**config.mk**
```make
export PLATFORM = sky130hd
export DESIGN_NAME = peer_doorbell_regs
export DESIGN_NICKNAME = d
export VERILOG_FILES = /design/src/rtl/dbr_pkg.sv /design/src/rtl/dbr_decode.sv /design/src/rtl/dbr_irq_ctrl.sv /design/src/rtl/dbr_doorbell.sv /design/src/rtl/dbr_event_route.sv /design/src/rtl/peer_doorbell_regs.sv
export SDC_FILE = /design/constraint.sdc
export NUM_CORES = 1
export LEC_CHECK = 0
export ABC_AREA = 1
export BUFFER_PORTS_ARGS = -buffer_cell sky130_fd_sc_hd__buf_4
export CORE_MARGIN = 3
export CORE_UTILIZATION = 43
export CTS_CLUSTER_DIAMETER = 60
export DETAILED_ROUTE_END_ITERATION = 8
export GPL_TIMING_DRIVEN = 0
export PLACE_DENSITY = 0.76
export SETUP_SLACK_MARGIN = 0.3
export SLEW_MARGIN = 5
export SYNTH_ARGS = -nofsm -noshare
export SYNTH_HDL_FRONTEND = slang
export SYNTH_HIERARCHICAL = 1
export SYNTH_SLANG_ARGS = --single-unit
export TNS_END_PERCENT = 10
```
**constraint.sdc**
```tcl
create_clock -name clk_i -period 2.3 [get_ports clk_i]
set_clock_uncertainty 0.15 [all_clocks]
set_input_delay 0.46 -clock clk_i [delete_from_list [all_inputs] [get_ports clk_i]]
set_output_delay 0.46 -clock clk_i [all_outputs]
set_load 0.01 [all_outputs]
```
**src/rtl/dbr_pkg.sv**
```systemverilog
package dbr_pkg;
  localparam int DATA_W = 32;
  localparam int ADDR_W = 8;
  localparam int WADDR_W = ADDR_W - 2;

  localparam logic [WADDR_W-1:0] W_MASK = 6'h0;
  localparam logic [WADDR_W-1:0] W_STAT = 6'h1;
  localparam logic [WADDR_W-1:0] W_POS  = 6'h2;
  localparam logic [WADDR_W-1:0] W_DB   = 6'h3;

  typedef enum logic [2:0] {
    SEL_MASK,
    SEL_STAT,
    SEL_POS,
    SEL_DB,
    SEL_NONE
  } reg_sel_e;
endpackage

```
**src/rtl/dbr_decode.sv**
```systemverilog
module dbr_decode
  import dbr_pkg::*;
(
  input  logic [WADDR_W-1:0] waddr_i,
  output reg_sel_e           sel_o
);
  always_comb begin
    unique case (waddr_i)
      W_MASK:  sel_o = SEL_MASK;
      W_STAT:  sel_o = SEL_STAT;
      W_POS:   sel_o = SEL_POS;
      W_DB:    sel_o = SEL_DB;
      default: sel_o = SEL_NONE;
    endcase
  end
endmodule

```
**src/rtl/dbr_irq_ctrl.sv**
```systemverilog
module dbr_irq_ctrl
  import dbr_pkg::*;
(
  input  logic              clk_i,
  input  logic              rst_ni,
  input  logic              mask_wr_i,
  input  logic              stat_wr_i,
  input  logic              stat_rd_i,
  input  logic              evt_set_i,
  input  logic [DATA_W-1:0] wdata_i,
  input  logic              msi_mode_i,
  input  logic              irq_pin_en_i,
  output logic [DATA_W-1:0] mask_o,
  output logic [DATA_W-1:0] stat_o,
  output logic              irq_o
);
  logic [DATA_W-1:0] mask_q, stat_q, stat_d;

  always_comb begin
    stat_d = stat_q;
    if (evt_set_i)      stat_d = DATA_W'(1);
    else if (stat_wr_i) stat_d = wdata_i;
    else if (stat_rd_i) stat_d = '0;
  end

  always_ff @(posedge clk_i or negedge rst_ni) begin
    if (!rst_ni) begin
      mask_q <= '0;
      stat_q <= '0;
    end else begin
      if (mask_wr_i) mask_q <= wdata_i;
      stat_q <= stat_d;
    end
  end

  assign mask_o = mask_q;
  assign stat_o = stat_q;
  assign irq_o  = (|(stat_q & mask_q)) && !msi_mode_i && irq_pin_en_i;


  stat_rd_clr_chk: assert property (@(posedge clk_i) disable iff (!rst_ni)
    (stat_rd_i && !evt_set_i && !stat_wr_i) |=> (stat_o == '0));

  irq_quiet_chk: assert property (@(posedge clk_i) disable iff (!rst_ni)
    (msi_mode_i || !irq_pin_en_i) |-> !irq_o);

  evt_set_chk: assert property (@(posedge clk_i) disable iff (!rst_ni)
    evt_set_i |=> (stat_o == DATA_W'(1)));
endmodule

```
**src/rtl/dbr_doorbell.sv**
```systemverilog
module dbr_doorbell #(
  parameter int NUM_PEERS = 4,
  parameter int PEER_W    = 16,
  parameter int VEC_W     = 8,
  parameter int CNT_W     = 3
) (
  input  logic                       clk_i,
  input  logic                       rst_ni,
  input  logic                       db_wr_i,
  input  logic [PEER_W-1:0]          peer_i,
  input  logic [VEC_W-1:0]           vec_i,
  input  logic [PEER_W-1:0]          known_peers_i,
  input  logic [NUM_PEERS*CNT_W-1:0] peer_vec_cnt_i,
  output logic                       db_valid_o,
  output logic [PEER_W-1:0]          db_peer_o,
  output logic [VEC_W-1:0]           db_vec_o
);
  logic [CNT_W-1:0] cnt_arr [NUM_PEERS];
  logic [CNT_W-1:0] cnt_sel;
  logic             slot_hit;
  logic             accept;

  for (genvar p = 0; p < NUM_PEERS; p++) begin : g_cnt
    assign cnt_arr[p] = peer_vec_cnt_i[p*CNT_W +: CNT_W];
  end

  always_comb begin
    cnt_sel  = '0;
    slot_hit = 1'b0;
    for (int p = 0; p < NUM_PEERS; p++) begin
      if (peer_i == PEER_W'(p)) begin
        cnt_sel  = cnt_arr[p];
        slot_hit = 1'b1;
      end
    end
  end

  assign accept = db_wr_i && slot_hit && (peer_i < known_peers_i)
                  && (vec_i < VEC_W'(cnt_sel));

  always_ff @(posedge clk_i or negedge rst_ni) begin
    if (!rst_ni) begin
      db_valid_o <= 1'b0;
      db_peer_o  <= '0;
      db_vec_o   <= '0;
    end else begin
      db_valid_o <= accept;
      if (accept) begin
        db_peer_o <= peer_i;
        db_vec_o  <= vec_i;
      end
    end
  end


  db_cause_chk: assert property (@(posedge clk_i) disable iff (!rst_ni)
    db_valid_o |-> $past(db_wr_i));

  db_peer_range_chk: assert property (@(posedge clk_i) disable iff (!rst_ni)
    db_valid_o |-> (db_peer_o < $past(known_peers_i)));
endmodule

```
**src/rtl/dbr_event_route.sv**
```systemverilog
module dbr_event_route #(
  parameter int NUM_VEC = 4
) (
  input  logic               clk_i,
  input  logic               rst_ni,
  input  logic [NUM_VEC-1:0] evt_i,
  input  logic               msi_mode_i,
  input  logic               msi_en_i,
  output logic               evt_set_o,
  output logic [NUM_VEC-1:0] msi_pulse_o
);
  logic msi_go;

  assign msi_go    = msi_mode_i && msi_en_i;
  assign evt_set_o = !msi_mode_i && (|evt_i);

  for (genvar k = 0; k < NUM_VEC; k++) begin : g_vec
    always_ff @(posedge clk_i or negedge rst_ni) begin
      if (!rst_ni) msi_pulse_o[k] <= 1'b0;
      else         msi_pulse_o[k] <= evt_i[k] && msi_go;
    end
  end


  msi_gate_chk: assert property (@(posedge clk_i) disable iff (!rst_ni)
    (|msi_pulse_o) |-> $past(msi_mode_i && msi_en_i));

  legacy_only_chk: assert property (@(posedge clk_i) disable iff (!rst_ni)
    evt_set_o |-> !msi_mode_i);
endmodule

```
**src/rtl/peer_doorbell_regs.sv**
```systemverilog
module peer_doorbell_regs
  import dbr_pkg::*;
#(
  parameter int NUM_PEERS = 4,
  parameter int NUM_VEC   = 4,
  parameter int PEER_W    = 16,
  parameter int VEC_W     = 8,
  parameter int CNT_W     = $clog2(NUM_VEC + 1)
) (
  input  logic                       clk_i,
  input  logic                       rst_ni,
  input  logic                       wr_en_i,
  input  logic                       rd_en_i,
  input  logic [ADDR_W-1:0]          addr_i,
  input  logic [DATA_W-1:0]          wdata_i,
  output logic [DATA_W-1:0]          rdata_o,
  input  logic [PEER_W-1:0]          own_pos_i,
  input  logic [PEER_W-1:0]          known_peers_i,
  input  logic [NUM_PEERS*CNT_W-1:0] peer_vec_cnt_i,
  input  logic                       msi_mode_i,
  input  logic                       msi_en_i,
  input  logic                       irq_pin_en_i,
  input  logic [NUM_VEC-1:0]         evt_i,
  output logic                       irq_o,
  output logic [NUM_VEC-1:0]         msi_pulse_o,
  output logic                       db_valid_o,
  output logic [PEER_W-1:0]          db_peer_o,
  output logic [VEC_W-1:0]           db_vec_o
);
  reg_sel_e          sel;
  logic [DATA_W-1:0] mask_q, stat_q;
  logic [DATA_W-1:0] rd_val;
  logic              evt_set;

  dbr_decode u_decode (
    .waddr_i (addr_i[ADDR_W-1:2]),
    .sel_o   (sel)
  );

  dbr_event_route #(.NUM_VEC(NUM_VEC)) u_evt (
    .clk_i       (clk_i),
    .rst_ni      (rst_ni),
    .evt_i       (evt_i),
    .msi_mode_i  (msi_mode_i),
    .msi_en_i    (msi_en_i),
    .evt_set_o   (evt_set),
    .msi_pulse_o (msi_pulse_o)
  );

  dbr_irq_ctrl u_irq (
    .clk_i        (clk_i),
    .rst_ni       (rst_ni),
    .mask_wr_i    (wr_en_i && sel == SEL_MASK),
    .stat_wr_i    (wr_en_i && sel == SEL_STAT),
    .stat_rd_i    (rd_en_i && sel == SEL_STAT),
    .evt_set_i    (evt_set),
    .wdata_i      (wdata_i),
    .msi_mode_i   (msi_mode_i),
    .irq_pin_en_i (irq_pin_en_i),
    .mask_o       (mask_q),
    .stat_o       (stat_q),
    .irq_o        (irq_o)
  );

  dbr_doorbell #(
    .NUM_PEERS (NUM_PEERS),
    .PEER_W    (PEER_W),
    .VEC_W     (VEC_W),
    .CNT_W     (CNT_W)
  ) u_db (
    .clk_i          (clk_i),
    .rst_ni         (rst_ni),
    .db_wr_i        (wr_en_i && sel == SEL_DB),
    .peer_i         (wdata_i[31:16]),
    .vec_i          (wdata_i[VEC_W-1:0]),
    .known_peers_i  (known_peers_i),
    .peer_vec_cnt_i (peer_vec_cnt_i),
    .db_valid_o     (db_valid_o),
    .db_peer_o      (db_peer_o),
    .db_vec_o       (db_vec_o)
  );

  always_comb begin
    unique case (sel)
      SEL_MASK: rd_val = mask_q;
      SEL_STAT: rd_val = stat_q;
      SEL_POS:  rd_val = DATA_W'(own_pos_i);
      default:  rd_val = '0;
    endcase
  end

  always_ff @(posedge clk_i or negedge rst_ni) begin
    if (!rst_ni)      rdata_o <= '0;
    else if (rd_en_i) rdata_o <= rd_val;
  end


  rd_unmapped_chk: assert property (@(posedge clk_i) disable iff (!rst_ni)
    (rd_en_i && (sel == SEL_DB || sel == SEL_NONE)) |=> (rdata_o == '0));

  rst_state_chk: assert property (@(posedge clk_i)
    $rose(rst_ni) |-> (mask_q == '0 && stat_q == '0 && !db_valid_o));
endmodule

```
==> results of run 1 <==
-- layout make-up --
class,instances,area [µm²],area share (%)
Multi-Input combinational cell,543,3050,33.4
Inverter,100,380,4.16
Clock inverter,13,169,1.85
Tap cell,184,230,2.52
Buffer,40,357,3.90
Timing Repair Buffer,174,1390,15.2
Sequential cell,125,3130,34.2
Clock buffer,19,433,4.74
-- cells in the mapped netlist --
cell type	instances
buf_12	3
mux2_4	4
a21oi_1	33
inv_1	85
dfrtp_1	125
nand2_1	204
buf_4	4
nand2_4	2
nand3_4	2
ha_1	17
a31oi_1	1
buf_8	2
nor4_2	1
nand4_1	23
buf_6	9
nand3_1	104
nand3_2	16
nor2_1	60
a221o_1	1
nand2_2	13
o21ai_1	28
nor4_1	3
o21ai_0	4
mux2_2	6
inv_6	1
buf_2	17
a22oi_1	1
a211oi_1	1
o21ai_2	8
inv_2	14
nor2_4	3
clkbuf_1	5
o21a_1	2
nor2_2	6
-- registers in the layout (all words and copies together), names as in the netlist --
signal,flops
rdata_o,32
u_db/db_peer_o,16
u_irq/mask_o,32
u_db/db_vec_o,8
u_evt/msi_pulse_o,4
u_irq/stat_o,32
u_db/db_valid_o,1
-- metrics by stage --
step	TNS [ns]	instance area, µm²
after floorplan	-5.35	6720
after global placement	-27.85	8100
after detailed placement	-32.12	8130
after CTS	-2.06	9040
after global routing	-4.35	9140
final	-1.12	9140
-- worst max-delay path: stages --
cell and delay, ns:
buf_4 0.13, nor2_4 0.09, nand2_2 0.07, nor2_4 0.17, nand2_4 0.09, nor2_4 0.11, a21oi_2 0.06, nand3_1 0.08
o21ai_2 0.07, ha_2 0.17, nor2_2 0.07, nand2_1 0.08, nor4_2 0.14, nand2_1 0.12, nor4_4 0.21, nand3_4 0.15
buf_12 0.18, nand2_2 0.06, inv_2 0.03
-- power groups by stage --
stage / clock network [mW] / logic [mW] / registers, mW
6_report: 2.71 / 0.698 / 2.51
5_1_grt: 2.83 / 0.772 / 2.52
4_1_cts: 2.74 / 0.687 / 2.50
3_5_place_dp: 0 / 0.653 / 2.54
3_3_place_gp: 0 / 0.630 / 2.53
2_1_floorplan: 0 / 0.331 / 2.51
-- per-layer routing --
layer,GRT usage (%),part of all wire [%],vias up
met1,29.9,43,2875
met4,7.62,2.0,0
met2,35.4,47,247
met5,0,0,-
li1,-,-,3011
met3,5.41,7.4,30
-- timing repair --
action	CTS	global route
hold endpoints to repair	62	0
hold buffers	1	0
resized for setup	49	25
setup buffers	17	2
setup endpoints to repair	83	57
pin swaps	28	16
-- logic make-up after synthesis --
logic type,count (synthesis)
muxes,10
AOI/OAI and AO/OA,79
and+or+nand+nor,437
adders and majority gates,17
buffers and inverters,140
DFF,125
-- path summary, 6_finish.rpt --
check | startpoint | endpoint | depth (start not counted)
setup / recovery | wdata_i[31] | u_db/db_peer_o[4] | 19
hold / removal | evt_i[0] | u_evt/msi_pulse_o[0] | 3
setup reg to reg | u_irq/stat_o[7] | rdata_o[7] | 4
hold reg to reg | u_db/db_peer_o[3] | u_db/db_peer_o[3] | 2
max in group asynchronous | rst_ni | rdata_o[10] | 3
min in group asynchronous | rst_ni | u_irq/mask_o[26] | 2
==> flow_summary_export.csv, run 1 <==
group,metric,value,unit
grt,grt_pass1_vias,5987,
worst_setup_path,r2r_slack,1.27,ns
clocking,cts_inserted_buffers,17,
sta,min_period_over_period,103,%
worst_setup_path,crit_path_end_kind,"flop",
sta,fin_crit,2.37,ns
layout,final_common_cell,"nand2_1",
synth,synth_mux_area_share,1.91,%
clocking,htree_levels,4,
clocking,clk_latency,0.42,ns
synth,synthXorXnorAreaFrac,0,%
layout,num_antenna_cells,0,
floorplanning,dieHeight,131,µm
synth,synth_top_family_by_area,"simple AND/OR/NAND/NOR gates",
drt,vias,6163,
clocking,tritoncts,"built",
floorplanning,dieWidth,131,µm
power_and_ir_drop,p_sw,1.52,mW
synth,synth.distinct_cells,34,
layout,layout-drive-gt1-share,35.0,%
layout,fin_util,61.5,%
synth,yosys_register_bits,125,
power_and_ir_drop,leakage,4.80,nW
sta,finalSetupViolations,19,
drt,wl_per_cell,15.7,µm
layout,stdcell_count,1198,
synth,synth_compound_area_share,6.62,%
worst_setup_path,path_class,"input pin to flop",
synth,yosysTopAreaCell,"dfrtp_1",
worst_setup_path,worstPathRequired,2.47,ns
min_path,hold_path.class,"input pin to flop",
floorplanning,start_util,44.9,%
clocking,clk_path_buf_depth,2,
clocking,cts.sinks,125,
floorplanning,core,14900,µm²
grt,antenna_found_initial,0,
sta,finalHoldViolations,0,
placement,portBuffers,153,
outcome,outcome,"finished, violations left",
sta,tightest_slew,0.595,ns
floorplanning,num_rows,44,
sta,fmax,422,MHz
synth,ys_seq_area_share,46.9,%
power_and_ir_drop,comb_power_share,11.8,%
synth,yosysWarnings,6,
synth,synth_area,6670,µm²
synth,synthCells,808,
power_and_ir_drop,clockPowerShare,45.8,%
clocking,path_clk_slew,0.06,ns
placement,dp_slack,-0.953,ns
power_and_ir_drop,ir_drop,526,µV
sta,setup_ws,-0.0695,ns
sta,drv_slew,0,
power_and_ir_drop,p_int,4.40,mW
power_and_ir_drop,p_per_area,647,nW/µm²
worst_setup_path,cp.arrival,2.54,ns
grt,grt_max_degree,64,
power_and_ir_drop,design_power_total,5.91,mW
placement,place.gp.congestion,0.902,
drt,antenna_left,0,
layout,fillers,1298,
grt,grt_pass1_wl,29800,µm
synth,synth.avg_cell_area,8.26,µm²
clocking,cts-root-buf,"clkbuf_16",
placement,post-place-cells,1146,
worst_setup_path,cp_max_fo,10,
grt,gr-total-overflow,0,
synth,synth_adder_area_share,3.19,%
layout,areaGrowthSynthToFinish,36.9,%
drt,drcViolationCount,0,
drt,finalWirelength,18800,µm
synth,netlist.area_leader.share,46.9,%
drt,dr.pass1.iters,5,
synth,synth_fp_nets,920,
floorplanning,io_pins,157,
sta,slew_headroom,60.4,%
layout,layout_common_cells,"nand2_1 (196), buf_4 (163), dfrtp_1 (125)",
power_and_ir_drop,seq_power_share,42.4,%
drt,viasPerCell,5.14,
grt,grt_util_all_layers,22.2,%
run,cap_violations,0,
floorplanning,die_area,17000,µm²
outcome,violations,"setup timing",
sta,worst_hold_slack,0.104,ns
synth,synthSimpleGateAreaFrac,30.8,%
drt,drtIter0Drc,553,
synth,yosys-top-cells-area,"dfrtp_1 (47%), nand2_1 (11%), nand3_1 (7.8%)",
layout,nets,1113,
placement,detailed_place_hpwl,13700,µm
power_and_ir_drop,netSwitchingFraction,25.6,%
sta,rsz0062_at_grt,"true",
worst_setup_path,cp-start-kind,"input pin",
Note: power is estimated with default switching activity, not from simulation.
==> inputs of run 2 (changes only) <==
--- a/config.mk
+++ b/config.mk
@@ -5,14 +5,14 @@
 export SDC_FILE = /design/constraint.sdc
 export NUM_CORES = 1
 export LEC_CHECK = 0
-export ABC_AREA = 1
+export ABC_AREA = 0
 export BUFFER_PORTS_ARGS = -buffer_cell sky130_fd_sc_hd__buf_4
 export CORE_MARGIN = 3
 export CORE_UTILIZATION = 43
 export CTS_CLUSTER_DIAMETER = 60
 export DETAILED_ROUTE_END_ITERATION = 8
 export GPL_TIMING_DRIVEN = 0
-export PLACE_DENSITY = 0.76
+export PLACE_DENSITY = 0.77
 export SETUP_SLACK_MARGIN = 0.3
 export SLEW_MARGIN = 5
 export SYNTH_ARGS = -nofsm -noshare
==> run 2 against run 1 <==
The run still ends with setup timing left. Global-route usage down 0.29 points. Combinational power is 11% higher. Routed wire length fell by 12%. Clock-buffer cell count down 2. Clock power rose by 2%. Cell area shrank 8.5%. Worst hold slack better by 0.0077 ns. Critical path type is now flop to output pin. Utilization grew 0.69 points. Highest routed layer unchanged. Die area is 9.5% lower. Total power increased by 2.4%.
==> flow_summary_export.csv, run 2 <==
group,metric,value,unit
drt,viasPerCell,5.50,
grt,grt_max_degree,102,
floorplanning,core,13500,µm²
layout,num_antenna_cells,0,
layout,stdcell_count,853,
placement,dp_slack,-0.841,ns
worst_setup_path,cp-start-kind,"flop",
synth,synth.most_common_cell,"dfrtp_1",
placement,placed_area,7460,µm²
drt,antenna_left,0,
floorplanning,start_util,44.7,%
grt,grt_pass1_vias,5086,
drt,drcViolationCount,0,
layout,areaGrowthSynthToFinish,39.1,%
floorplanning,num_rows,42,
drt,vias,4695,
worst_setup_path,crit_path_end_kind,"output pin",
sta,fmax,406,MHz
synth,yosys-top-cells-area,"dfrtp_1 (52%), mux2i_1 (5.3%), a22o_1 (4.5%)",
worst_setup_path,worstPathRequired,1.69,ns
worst_setup_path,cp_max_fo,3,
grt,gr-total-overflow,0,
synth,synth-edff-count,0,
synth,synth_area,6010,µm²
layout,nets,776,
worst_setup_path,max_stage_delay,0.41,ns
synth,ys_seq_area_share,52.1,%
outcome,outcome,"finished, violations left",
synth,synth.avg_cell_area,12.4,µm²
sta,fin_tns_setup,-2.05,ns
placement,detailed_place_hpwl,12400,µm
sta,finalHoldViolations,0,
power_and_ir_drop,ir_drop,327,µV
synth,synthCells,485,
synth,synth.distinct_cells,46,
placement,post-place-cells,815,
drt,dr.pass1.iters,4,
drt,wl_per_cell,19.4,µm
clocking,htree_levels,4,
sta,min_period_over_period,107,%
placement,place.gp.congestion,0.835,
clocking,clk_latency,0.42,ns
clocking,clk_path_buf_depth,2,
sta,finalSetupViolations,50,
clocking,path_clk_slew,0.06,ns
layout,layout-drive-gt1-share,41.8,%
run,cap_violations,0,
synth,synth_fp_nets,597,
synth,yosys_register_bits,125,
layout,final_common_cell,"buf_4",
layout,layout_common_cells,"buf_4 (150), dfrtp_1 (125), inv_1 (48)",
clocking,tritoncts,"built",
layout,fillers,1075,
sta,slew_headroom,58.1,%
drt,drtIter0Drc,261,
sta,setup_ws,-0.165,ns
synth,synth_common_cells,"dfrtp_1 (125), inv_1 (49), mux2i_1 (32)",
synth,yosysTopAreaCell,"dfrtp_1",
worst_setup_path,path_class,"flop to output pin",
placement,portBuffers,153,
clocking,cts_inserted_buffers,17,
min_path,hold_path.class,"input pin to flop",
sta,fin_crit,2.46,ns
grt,grt_pass1_wl,26800,µm
floorplanning,dieWidth,124,µm
clocking,cts-root-buf,"clkbuf_16",
layout,fin_util,62.1,%
synth,synth_ff_type,"dfrtp_1",
power_and_ir_drop,leakage,3.93,nW
worst_setup_path,cp_cell_sequence,"a22oi_2, nand4_1, nor4_4, nor3b_1, buf_4",
sta,rsz0062_at_grt,"true",
floorplanning,dieHeight,124,µm
grt,grt_util_all_layers,21.9,%
clocking,cts.sinks,125,
floorplanning,die_area,15400,µm²
sta,tightest_slew,0.629,ns
grt,antenna_found_initial,0,
worst_setup_path,cp.arrival,1.85,ns
outcome,violations,"setup timing",
layout,final_cell_area,8360,µm²
synth,yosysWarnings,6,
floorplanning,io_pins,157,
drt,finalWirelength,16600,µm
worst_setup_path,crit_slowest_cell,"dfrtp_1",
power_and_ir_drop,p_per_area,724,nW/µm²
synth,async_reset_ff_share,100,%
sta,drv_slew,0,
synth,netlist.area_leader.share,52.1,%
run 2: cell types whose count changed in the layout (fill, tap and decap cells not counted), moves of 20 or more:
| cell | delta |
|---|---|
| nor2_1 | -40 |
| mux2i_1 | +32 |
| a21oi_1 | -26 |
| o22ai_1 | +22 |
| nand2_1 | -194 |
| a22o_1 | +31 |
| inv_1 | -31 |
| nor2b_1 | +20 |
| nand3_1 | -99 |
| o21ai_1 | -29 |
run 2: layer usage:
metal | part of all wire, % | GRT usage (%) | wire length, µm | up-vias
met1 | 42 | 27.3 | 6940 | 2333
met3 | 7.0 | 7.00 | 1160 | 38
li1 | - | - | - | 2137
met2 | 47 | 34.7 | 7850 | 187
met5 | 0 | 0 | 0 | -
met4 | 3.6 | 10.6 | 603 | 0
run 2: final cells by class:
cell class	count	area, µm²	share of cell area (%)
multi-input combinational	281	2680	32.0
buffer	30	256	3.07
clock buffer	17	425	5.09
clock inverter	15	189	2.26
timing repair buffer	160	1280	15.3
sequential	125	3130	37.4
inverter	49	184	2.20
tap	176	220	2.63
run 2: final timing paths:
path                                        start            endpoint  slack [ns]  cells after the start
worst max-delay path              u_irq/stat_o[6]               irq_o       -0.16                      5
worst max register to register    u_irq/mask_o[0]          rdata_o[0]        1.18                      3
worst min register to register  u_db/db_peer_o[5]   u_db/db_peer_o[5]        0.36                      1
worst min-delay path                  wdata_i[13]    u_irq/stat_o[13]        0.11                      2
max in group asynchronous                  rst_ni          rdata_o[6]        0.94                      3
min in group asynchronous                  rst_ni  u_db/db_peer_o[15]        0.30                      2
run 2: kinds of logic (layout without fill, tap and decap cells):
kind of cell               count (synthesis)  after routing  share of synthesized area (%)
DFF                                      125            125                           52.1
AOI/OAI and AO/OA                        111            111                           14.8
and+or+nand+nor                           81             81                           8.89
buffers and inverters                     79            271                           6.85
muxes                                     72             72                           13.9
adders and majority gates                 17             17                           3.54
run 2: critical path, delay by kind of cell (launching register included):
kind | cells | cell delay [ns]
compound gates | 1 | 0.23
buf+inv | 1 | 0.15
flops | 1 | 0.41
simple gates | 3 | 0.65
run 2: report_power, final:
group	switching (mW)	internal (mW)
Clock	1.05	1.72
Combinational	0.361	0.415
Sequential	0.155	2.36
Total	1.56	4.49
run 2: metrics by stage:
step | power [mW] | hold slack (ns)
floorplan | 2.88 | 0.0144
global placement | 3.23 | 0.332
detailed placement | 3.28 | 0.183
CTS | 6.09 | 0.0974
global route | 6.29 | 0.103
finish | 6.06 | 0.112
run 2: repair_timing:
action                     in CTS  in global routing
gates cloned                    0                  1
pin swaps                      16                 13
hold buffers                    1                  0
setup endpoints to repair      88                 89
hold endpoints to repair       24                  0
gates resized for setup        31                 17
setup buffers                   4                  0
